===== src/rtl/pwm_trig_pkg.sv =====
`timescale 1ns/1ps
package pwm_trig_pkg;
    localparam int NUM_CH  = 3;
    localparam int CH_TRIG = 0;
    localparam int CH_DUTY = 1;
    localparam int CH_CYC  = 2;
    localparam int ADDR_W  = 2;
    localparam logic [ADDR_W-1:0] ADDR_CTRL = 2'd3;

    typedef enum logic [1:0] {
        PIN_IDLE  = 2'd0,
        PIN_LEAD  = 2'd1,
        PIN_TRAIL = 2'd2
    } pin_state_t;
endpackage


===== src/rtl/pwm_cnt.sv =====
`timescale 1ns/1ps
module pwm_cnt #(
    parameter int CNT_W = 16
) (
    input  logic             clk,
    input  logic             rst_n,
    input  logic             run,
    input  logic             reload,
    output logic [CNT_W-1:0] count
);
    localparam logic [CNT_W-1:0] RELOAD_VAL = CNT_W'(1);

    always_ff @(posedge clk) begin
        if (!rst_n)
            count <= '0;
        else if (reload)
            count <= RELOAD_VAL;
        else if (run)
            count <= count + CNT_W'(1);
    end
endmodule


===== src/rtl/pwm_match.sv =====
`timescale 1ns/1ps
module pwm_match #(
    parameter int CNT_W = 16,
    parameter int N_CH  = 3
) (
    input  logic             clk,
    input  logic             rst_n,
    input  logic             run,
    input  logic [CNT_W-1:0] count,
    input  logic [CNT_W-1:0] cmp_val [N_CH],
    input  logic [N_CH-1:0]  clr,
    output logic [N_CH-1:0]  hit,
    output logic [N_CH-1:0]  flag
);
    for (genvar ch = 0; ch < N_CH; ch++) begin : g_ch
        assign hit[ch] = run && (count == cmp_val[ch]);

        always_ff @(posedge clk) begin
            if (!rst_n)
                flag[ch] <= 1'b0;
            else
                flag[ch] <= hit[ch] | (flag[ch] & ~clr[ch]);
        end
    end
endmodule


===== src/rtl/pwm_pin_fsm.sv =====
`timescale 1ns/1ps
module pwm_pin_fsm
    import pwm_trig_pkg::*;
(
    input  logic clk,
    input  logic rst_n,
    input  logic run,
    input  logic duty_hit,
    input  logic cyc_hit,
    output logic pin
);
    pin_state_t state_q, state_d;

    always_ff @(posedge clk) begin
        if (!rst_n)
            state_q <= PIN_IDLE;
        else
            state_q <= state_d;
    end

    always_comb begin
        state_d = state_q;
        if (!run) begin
            state_d = PIN_IDLE;                // STOP
        end else if (cyc_hit) begin
            state_d = PIN_LEAD;                // CYCLE (wins over duty)
        end else if (duty_hit) begin
            state_d = PIN_TRAIL;               // DUTY
        end else begin
            unique case (state_q)
                PIN_IDLE:  state_d = PIN_LEAD; // START
                PIN_LEAD:  state_d = PIN_LEAD;
                PIN_TRAIL: state_d = PIN_TRAIL;
                default:   state_d = PIN_IDLE;
            endcase
        end
    end

    always_comb begin
        pin = (state_q == PIN_TRAIL);
    end
endmodule


===== src/rtl/pwm_trig_timer.sv =====
`timescale 1ns/1ps
module pwm_trig_timer
    import pwm_trig_pkg::*;
#(
    parameter int CNT_W = 16
) (
    input  logic              clk,
    input  logic              rst_n,
    input  logic              wr_en,
    input  logic [ADDR_W-1:0] wr_addr,
    input  logic [CNT_W-1:0]  wr_data,
    input  logic [NUM_CH-1:0] flag_clr,
    output logic [CNT_W-1:0]  count_o,
    output logic              pwm_out,
    output logic              conv_req,
    output logic [NUM_CH-1:0] flags,
    output logic [NUM_CH-1:0] irq
);
    logic [CNT_W-1:0]  cmp_q [NUM_CH];
    logic              run_q;
    logic [NUM_CH-1:0] ie_q;
    logic [NUM_CH-1:0] hit;
    logic              conv_q;

    always_ff @(posedge clk) begin
        if (!rst_n) begin
            for (int i = 0; i < NUM_CH; i++) cmp_q[i] <= '1;
            run_q <= 1'b0;
            ie_q  <= '0;
        end else if (wr_en) begin
            for (int i = 0; i < NUM_CH; i++)
                if (wr_addr == ADDR_W'(i)) cmp_q[i] <= wr_data;
            if (wr_addr == ADDR_CTRL) begin
                run_q <= wr_data[0];
                ie_q  <= wr_data[NUM_CH:1];
            end
        end
    end

    pwm_cnt #(.CNT_W(CNT_W)) u_cnt (
        .clk    (clk),
        .rst_n  (rst_n),
        .run    (run_q),
        .reload (hit[CH_CYC]),
        .count  (count_o)
    );

    pwm_match #(.CNT_W(CNT_W), .N_CH(NUM_CH)) u_match (
        .clk     (clk),
        .rst_n   (rst_n),
        .run     (run_q),
        .count   (count_o),
        .cmp_val (cmp_q),
        .clr     (flag_clr),
        .hit     (hit),
        .flag    (flags)
    );

    pwm_pin_fsm u_pin (
        .clk      (clk),
        .rst_n    (rst_n),
        .run      (run_q),
        .duty_hit (hit[CH_DUTY]),
        .cyc_hit  (hit[CH_CYC]),
        .pin      (pwm_out)
    );

    always_ff @(posedge clk) begin
        if (!rst_n)
            conv_q <= 1'b0;
        else
            conv_q <= hit[CH_TRIG];
    end

    assign conv_req = conv_q;
    assign irq      = flags & ie_q;
endmodule


===== config.mk =====
export PLATFORM = sky130hd
export DESIGN_NAME = pwm_trig_timer
export DESIGN_NICKNAME = d
export VERILOG_FILES = /design/src/rtl/pwm_trig_pkg.sv /design/src/rtl/pwm_cnt.sv /design/src/rtl/pwm_match.sv /design/src/rtl/pwm_pin_fsm.sv /design/src/rtl/pwm_trig_timer.sv
export SDC_FILE = /design/constraint.sdc
export NUM_CORES = 1
export LEC_CHECK = 0
export BUFFER_PORTS_ARGS = -buffer_cell sky130_fd_sc_hd__buf_2
export CAP_MARGIN = 5
export CORE_ASPECT_RATIO = 1.75
export CORE_UTILIZATION = 51
export CTS_CLUSTER_DIAMETER = 50
export DETAILED_ROUTE_END_ITERATION = 12
export GPL_TIMING_DRIVEN = 0
export HOLD_SLACK_MARGIN = 0.08
export PLACE_DENSITY = 0.86
export RECOVER_POWER = 25
export SLEW_MARGIN = 20
export SYNTH_ARGS = -nofsm -noshare
export SYNTH_HDL_FRONTEND = slang
export SYNTH_SLANG_ARGS = --single-unit

===== constraint.sdc =====
create_clock -name clk -period 1.6 [get_ports clk]
set_input_delay 0.08 -clock clk [delete_from_list [all_inputs] [get_ports clk]]
set_output_delay 0.08 -clock clk [all_outputs]
set_load 0.02 [all_outputs]

==> out/summary.log, run 1 <==
INFO  outcome        outcome=finished, violations left
INFO  outcome        failed_checks=negative setup slack
INFO  setup_path     path_delay_family=simple AND/OR/NAND/NOR gates
INFO  layout         finish.cell_count_without_fillers=576
INFO  run            max-cap-violations=0
INFO  power          cellInternalPower=2.74mW
INFO  layout         area_growth=29.8%
INFO  drt            route.detailed.wl_per_inst=17.2µm
INFO  sta            final.period_utilization=109%
INFO  drt            detailedRoute.firstPassIterationCount=5
INFO  layout         layout.cell_area.non_filler=0.00436mm²
INFO  power          sw_frac_of_total=25.3%
INFO  setup_path     cp_buf_inv_count=1
INFO  layout         number_of_antenna_repair_diodes=0
INFO  setup_path     critical_path_class=reg2reg
INFO  setup_path     timing.rr.end=u_cnt.count[5]
INFO  place          place.gp.congestion=0.935
INFO  floorplan      floorplan.initialDensity=53.5%
INFO  power          power.net_switching=0.929mW
INFO  setup_path     cp_num_cells=6
INFO  sta            timing.final.crit_period=1.74ns
INFO  global_route   wire_length_of_the_first_global_routing_pass=15.2mm
INFO  sta            fin_hold_ws=0.194ns
INFO  synthesis      yosysWarningCount=0
INFO  synthesis      synthCells=410
INFO  hold_path      timing.hold.worst.start=wr_addr[0]
INFO  clock_network  total_clock_buffers_created_by_cts=9
INFO  setup_path     worstPathArrival=1.99ns
INFO  global_route   global_route_usage_over_all_layers=29.8%
INFO  setup_path     worstReg2RegStart=u_cnt.count[13]
INFO  global_route   grt_remaining_overflow=0
INFO  sta            finalSetupViolCount=19
INFO  hold_path      whs_endpoint=cmp_q[32]
INFO  hold_path      worstHoldPathType=in2reg
INFO  layout         post-route-util=69.5%
INFO  global_route   antenna_found_initial=0
INFO  floorplan      die-area=0.00693mm²
INFO  clock_network  cts-root-to-sink-buffers=2
INFO  place          placement.cell_area=0.00378mm²
INFO  clock_network  ctsRootBufferMaster=clkbuf_8
INFO  synthesis      yosys.area.top_type_share=44.1%
INFO  drt            vias=3213
INFO  synthesis      number_of_synthesized_register_bits=74
INFO  place          place_worst_setup_slack=-0.568ns
INFO  synthesis      synth.top_cells.by_area=dfxtp_1, xor2_1, nand2_1, nand3_1, clkbuf_1
INFO  power          clock_power_share=36.9%
INFO  drt            post-route-drc-count=0
INFO  synthesis      yosys.cell_types.count=41
INFO  setup_path     timing.critical_path.slowest_stage_cell=dfxtp_2
INFO  setup_path     r2r.worst_path.cells=6
INFO  setup_path     crit_path_cell_trace=xor2_1, nor4_2, nand4_1, o21ai_4, buf_6, nor2_1
INFO  clock_network  clock_latency=0.36ns
INFO  sta            timing_worst_slew_pin_value=0.868ns
INFO  sta            finalHoldViolations=0
INFO  setup_path     critPathLaunchType=flop
INFO  place          placed_cells=535
INFO  drt            first_iter_violations=171
INFO  sta            finClkSkew=0.00874ns
INFO  clock_network  clock_sink_count=74
INFO  layout         num-nets-final=516
INFO  floorplan      placeableCoreArea=0.00628mm²
INFO  drt            vias_per_cell=5.58
INFO  floorplan      fp.dieW=63.4µm
INFO  synthesis      netlist_area=0.00336mm²
INFO  sta            rsz_0062_raised_after_global_routing=yes
INFO  sta            postLayoutSetupSlackWorst=-0.138ns
INFO  clock_network  clock_tree_from_tritoncts=yes
INFO  synthesis      yosysSeqAreaShare=44.1%
INFO  synthesis      mean_instance_size_in_the_synthesized_netlist=8.19µm²
INFO  synthesis      synthesized_nets=435
INFO  floorplan      num_rows=38
INFO  power          post-layout-total-power=3.67mW
INFO  power          power_frac_seq=53.1%
INFO  clock_network  clock_tree.htree_level_count=3
INFO  drt            antenna_left=0
INFO  power          pwr_density_cell=842mW/mm²
INFO  sta            final_max_slew_viol_count=0
INFO  place          port_buffers=45
INFO  layout         layout_commonest_cell=nand2_1
INFO  place          detailed_place_hpwl=6.52mm
INFO  setup_path     worst_path_largest_cell_delay=0.46ns
INFO  global_route   via_count_of_the_first_global_routing_pass=3102
INFO  setup_path     cp.required=1.85ns
INFO  global_route   grt_start_max_net_pins=12
INFO  setup_path     worst-path-max-fanout=7
INFO  sta            max-slew-margin-rel=42.0%
INFO  hold_path      hold_depth=4
INFO  power          ir_drop=0.611mV
INFO  floorplan      pin_count=48
INFO  synthesis      synth_top_area_cell=dfxtp_1
INFO  power          combinationalPowerShare=9.9%
INFO  floorplan      die_h=109µm
INFO  layout         nFillCells=493
INFO  sta            max_freq=0.576GHz
INFO  setup_path     endpoint_kind=flop
INFO  layout         post_route_cells_drive_above_1_share=25.6%
INFO  clock_network  clk_pin_slew=0.08ns
INFO  sta            finalSetupTns=-1.83ns
INFO  layout         mostFrequentLayoutCells=nand2_1, dfxtp_1, nand3_1
INFO  drt            wl=9.90mm
INFO  power          power.static_leakage=1.88nW
INFO  setup_path     minimum_setup_slack_among_reg_to_reg_paths=-0.14ns
[worst reg2reg max path: stages, from the launching register on]
cell     delay [ns]
dfxtp_2        0.46
xor2_1         0.12
nor4_2         0.32
nand4_1        0.25
o21ai_4        0.26
buf_6          0.17
nor2_1         0.06
[synth_stat cells]
cell type and n:
nor4_1 9, buf_4 2, and2_1 6, and3_1 4, o2bb2ai_1 1, and3b_1 1, a21oi_1 2, nand4b_1 1
buf_2 5, nand3b_1 2, nand2_1 106, nand2b_1 2, and4_1 2, o21ai_1 1, nor2_1 13, dfxtp_1 74
or4_4 1, and3_2 1, or3b_2 1, o22ai_1 1, o21bai_1 1, a31o_2 1, o41ai_1 1, or2_2 1
ha_1 1, xnor2_1 11, nor2b_1 5, nand4_1 7, and4_2 1, clkbuf_1 26, o21ai_0 1, a31oi_1 1
xor2_1 50, a21boi_0 1, nand3_1 53, nor3_1 2, a211oi_2 1, nor3b_1 1, inv_1 4, buf_6 2
mux2i_1 4
[area by class of cell]
type / instances / area (µm²) / area share, %
sequential: 74 / 1520 / 34.9
buffer: 23 / 129 / 2.96
clock buffer: 14 / 173 / 3.96
timing repair buffer: 82 / 552 / 12.7
multi-input combinational: 297 / 1860 / 42.7
inverter: 4 / 15.0 / 0.344
tap: 80 / 100 / 2.30
clock inverter: 2 / 10.0 / 0.230
[sequential cells by signal, summed over array words and instances, names as in the netlist]
signal         count
ie_q               3
run_q              1
conv_req           1
u_cnt.count       16
u_pin.state_q      2
u_match.flag       3
cmp_q             48
[metal layers]
layer  part of all wire [%]  up-vias  global-route usage (%)  wire length (µm)
li1                       -     1494                       -                 -
met1                     35     1510                    30.2              3490
met2                     52      157                    52.5              5110
met3                    6.3       52                    5.60               623
met4                    6.8        0                    24.5               674
met5                      0        -                       0                 0
[repair_timing]
action                     CTS  global route
cloned                       1             0
resized for setup           24            20
pin swaps                   16             6
hold endpoints to repair    54             0
hold buffers                19             0
setup buffers               14             4
setup endpoints to repair   22            22
[kinds of logic (layout without fill, tap and decap cells)]
kind of cell,count (synthesis),in the layout,share of synthesized area [%]
AOI/OAI and AO/OA,12,12,2.57
muxes,4,4,1.19
and+or+nand+nor,219,219,30.7
xor gates and xnor gates,61,61,15.9
buffers and inverters,39,125,5.21
DFF,74,74,44.1
adders and majority gates,1,1,0.372
[worst max-delay path by stage]
| stage | from | endpoint | slack [ns] |
|---|---|---|---|
| after global routing | u_cnt.count[6] | u_pin.state_q[1] | -0.25 |
| after floorplan | u_cnt.count[12] | u_cnt.count[5] | -0.08 |
| after detailed placement | u_cnt.count[10] | u_cnt.count[4] | -0.57 |
| after global placement | u_cnt.count[10] | u_cnt.count[10] | -0.53 |
| final | u_cnt.count[13] | u_cnt.count[5] | -0.14 |
| after CTS | u_cnt.count[8] | u_pin.state_q[1] | -0.11 |
[power groups by stage]
stage	clock [mW]	sequential (mW)	combinational [mW]
detailed placement	0	2.00	0.292
floorplan	0	1.99	0.191
CTS	1.37	1.95	0.346
finish	1.36	1.95	0.364
global placement	0	1.99	0.282
global route	1.44	1.96	0.395
No activity file was read; power rests on OpenSTA's default activity.
==> run 2, diff against run 1 <==
CELL_PAD_IN_SITES_DETAIL_PLACEMENT = 2   (was default)
CELL_PAD_IN_SITES_GLOBAL_PLACEMENT = 2   (was default)
CORE_UTILIZATION = 30   (was 51)
PLACE_DENSITY = 0.85   (was 0.86)
==> run 2 against run 1 <==
Effect of this change:
- the flow still finishes with violations (negative setup slack)
- critical endpoint is now u_cnt.count[10]
- clock power increased by 65%
- worst hold slack worse by 0.10 ns
- clock skew is 0.0017 ns lower
- setup slack got worse by 0.066 ns
- clock-buffer cell count fell by 2
- largest power group is now clock
- sequential power about the same
- global-route usage is 3.9 points lower
==> out/summary.log, run 2 (synthesis gave the netlist of run 1 again) <==
INFO  sta            finalSetupViolCount=19
INFO  layout         layout_commonest_cell=nand2_1
INFO  clock_network  total_clock_buffers_created_by_cts=9
INFO  place          placed_cells=585
INFO  global_route   antenna_found_initial=0
INFO  global_route   grt_remaining_overflow=0
INFO  power          ir_drop=0.805mV
INFO  floorplan      pin_count=48
INFO  sta            max-slew-margin-rel=49.9%
INFO  floorplan      floorplan.initialDensity=31.0%
INFO  power          power.static_leakage=2.00nW
INFO  drt            first_iter_violations=85
INFO  clock_network  clock_latency=0.34ns
INFO  clock_network  clk_pin_slew=0.06ns
INFO  global_route   grt_start_max_net_pins=13
INFO  layout         largest_register_ff_count=48
INFO  layout         multi_input_comb_area=0.00199mm²
INFO  power          post-layout-total-power=4.63mW
INFO  sta            rsz_0062_raised_after_global_routing=yes
INFO  setup_path     cp.required=1.83ns
INFO  place          detailed_place_hpwl=8.86mm
INFO  global_route   via_count_of_the_first_global_routing_pass=3709
INFO  layout         post-route-util=43.0%
INFO  setup_path     critPathLaunchType=flop
INFO  setup_path     worst-path-max-fanout=5
INFO  sta            final.period_utilization=113%
INFO  setup_path     worstPathArrival=2.03ns
INFO  layout         layout.cell_area.non_filler=0.00465mm²
INFO  floorplan      fp.dieW=82.0µm
INFO  setup_path     setup.worst_path.end=u_cnt.count[10]
INFO  sta            finClkSkew=0.00705ns
INFO  layout         finish.cell_count_without_fillers=621
INFO  sta            fin_hold_ws=0.0936ns
INFO  hold_path      worstHoldPathType=in2reg
INFO  setup_path     worstReg2RegStart=u_cnt.count[8]
INFO  sta            max_freq=0.554GHz
INFO  outcome        failed_checks=negative setup slack
INFO  layout         post_route_cells_drive_above_1_share=28.1%
INFO  setup_path     timing.rr.end=u_cnt.count[10]
INFO  setup_path     minimum_setup_slack_among_reg_to_reg_paths=-0.20ns
INFO  floorplan      die_h=142µm
INFO  sta            postLayoutSetupSlackWorst=-0.203ns
INFO  drt            wl=14.2mm
INFO  place          placement.cell_area=0.00384mm²
INFO  sta            timing_worst_slew_pin_value=0.751ns
INFO  global_route   wire_length_of_the_first_global_routing_pass=21.1mm
INFO  clock_network  ctsRootBufferMaster=clkbuf_16
INFO  place          port_buffers=45
INFO  drt            post-route-drc-count=0
INFO  sta            finalHoldViolations=0
INFO  layout         largest_register=cmp_q
INFO  layout         mostFrequentLayoutCells=nand2_1, dfxtp_1, nand3_1
INFO  layout         number_of_antenna_repair_diodes=0
INFO  sta            finalSetupTns=-2.99ns
INFO  setup_path     crit_start=u_cnt.count[8]
INFO  place          place.gp.congestion=0.807
INFO  drt            detailedRoute.firstPassIterationCount=4
INFO  drt            vias=3268
INFO  setup_path     critical_path_class=reg2reg
INFO  setup_path     r2r.worst_path.cells=6
INFO  outcome        outcome=finished, violations left
INFO  drt            antenna_left=0
INFO  layout         nFillCells=1218
INFO  place          place_worst_setup_slack=-0.786ns
INFO  clock_network  cts-root-to-sink-buffers=2
INFO  floorplan      placeableCoreArea=0.0108mm²
INFO  drt            vias_per_cell=5.26
INFO  layout         largest_registers=cmp_q x48, u_cnt.count x16
INFO  clock_network  clock_tree.htree_level_count=3
INFO  setup_path     endpoint_kind=flop
INFO  drt            route.detailed.wl_per_inst=22.8µm
INFO  sta            final_max_slew_viol_count=0
INFO  layout         num-nets-final=511
INFO  global_route   global_route_usage_over_all_layers=25.9%
INFO  power          pwr_density_cell=997mW/mm²
INFO  layout         area_growth=38.4%
INFO  layout         seqCellArea=0.00152mm²
INFO  sta            timing.final.crit_period=1.80ns
INFO  clock_network  clock_sink_count=74
INFO  clock_network  clock_tree_from_tritoncts=yes
INFO  run            max-cap-violations=0
INFO  floorplan      die-area=0.0116mm²
INFO  floorplan      num_rows=50
[run 2: cell count changes in the layout (fill, tap and decap cells not counted), sizes merged]
cell and delta:
buf -5, bufinv +2, clkbuf -1, dlygate4sd3 -1
[run 2: worst min-delay path by stage]
stage          cells past startpoint   startpoint  slack (ns)               to
2_1_floorplan                      1  flag_clr[0]        0.18  u_match.flag[0]
3_3_place_gp                       2  flag_clr[0]        0.27  u_match.flag[0]
3_5_place_dp                       2  flag_clr[0]        0.27  u_match.flag[0]
4_1_cts                            3  flag_clr[2]        0.08  u_match.flag[2]
5_1_grt                            3  flag_clr[2]        0.10  u_match.flag[2]
6_report                           3  flag_clr[2]        0.09  u_match.flag[2]
[run 2: area by class of cell]
| type | count | area share, % |
|---|---|---|
| Buffer | 22 | 2.42 |
| Clock buffer | 12 | 5.52 |
| Clock inverter | 4 | 1.59 |
| Inverter | 4 | 0.323 |
| Multi-Input combinational cell | 297 | 42.8 |
| Sequential cell | 74 | 32.8 |
| Tap cell | 130 | 3.50 |
| Timing Repair Buffer | 78 | 11.1 |
[run 2: layer usage]
layer	global-route usage, %	wire, µm
met5	0	0
met4	17.6	917
met3	5.32	398
met2	47.8	7900
met1	24.3	4940
[run 2: worst max-delay path, cell delays in order, from the launching register on]
cell and delay, ns:
dfxtp_4 0.39, xor2_4 0.16, nor4_4 0.40, nand4_1 0.25, o21ai_4 0.27, buf_6 0.16, nor2_1 0.06
[run 2: repair_timing]
item                                   in CTS  in global routing
hold buffers                               18                  0
pin swaps                                  21                  4
resized for setup                          44                 19
setup buffers                              15                  0
endpoints found under the hold margin      49                  0
setup endpoints to repair                  22                 22
cloned                                      1                  0
[run 2: power breakdown]
part | total [mW] | switching [mW] | internal, mW
combinational | 0.419 | 0.255 | 0.164
sequential | 1.96 | 0.0622 | 1.90
clock | 2.25 | 0.802 | 1.45
total | 4.63 | 1.12 | 3.51
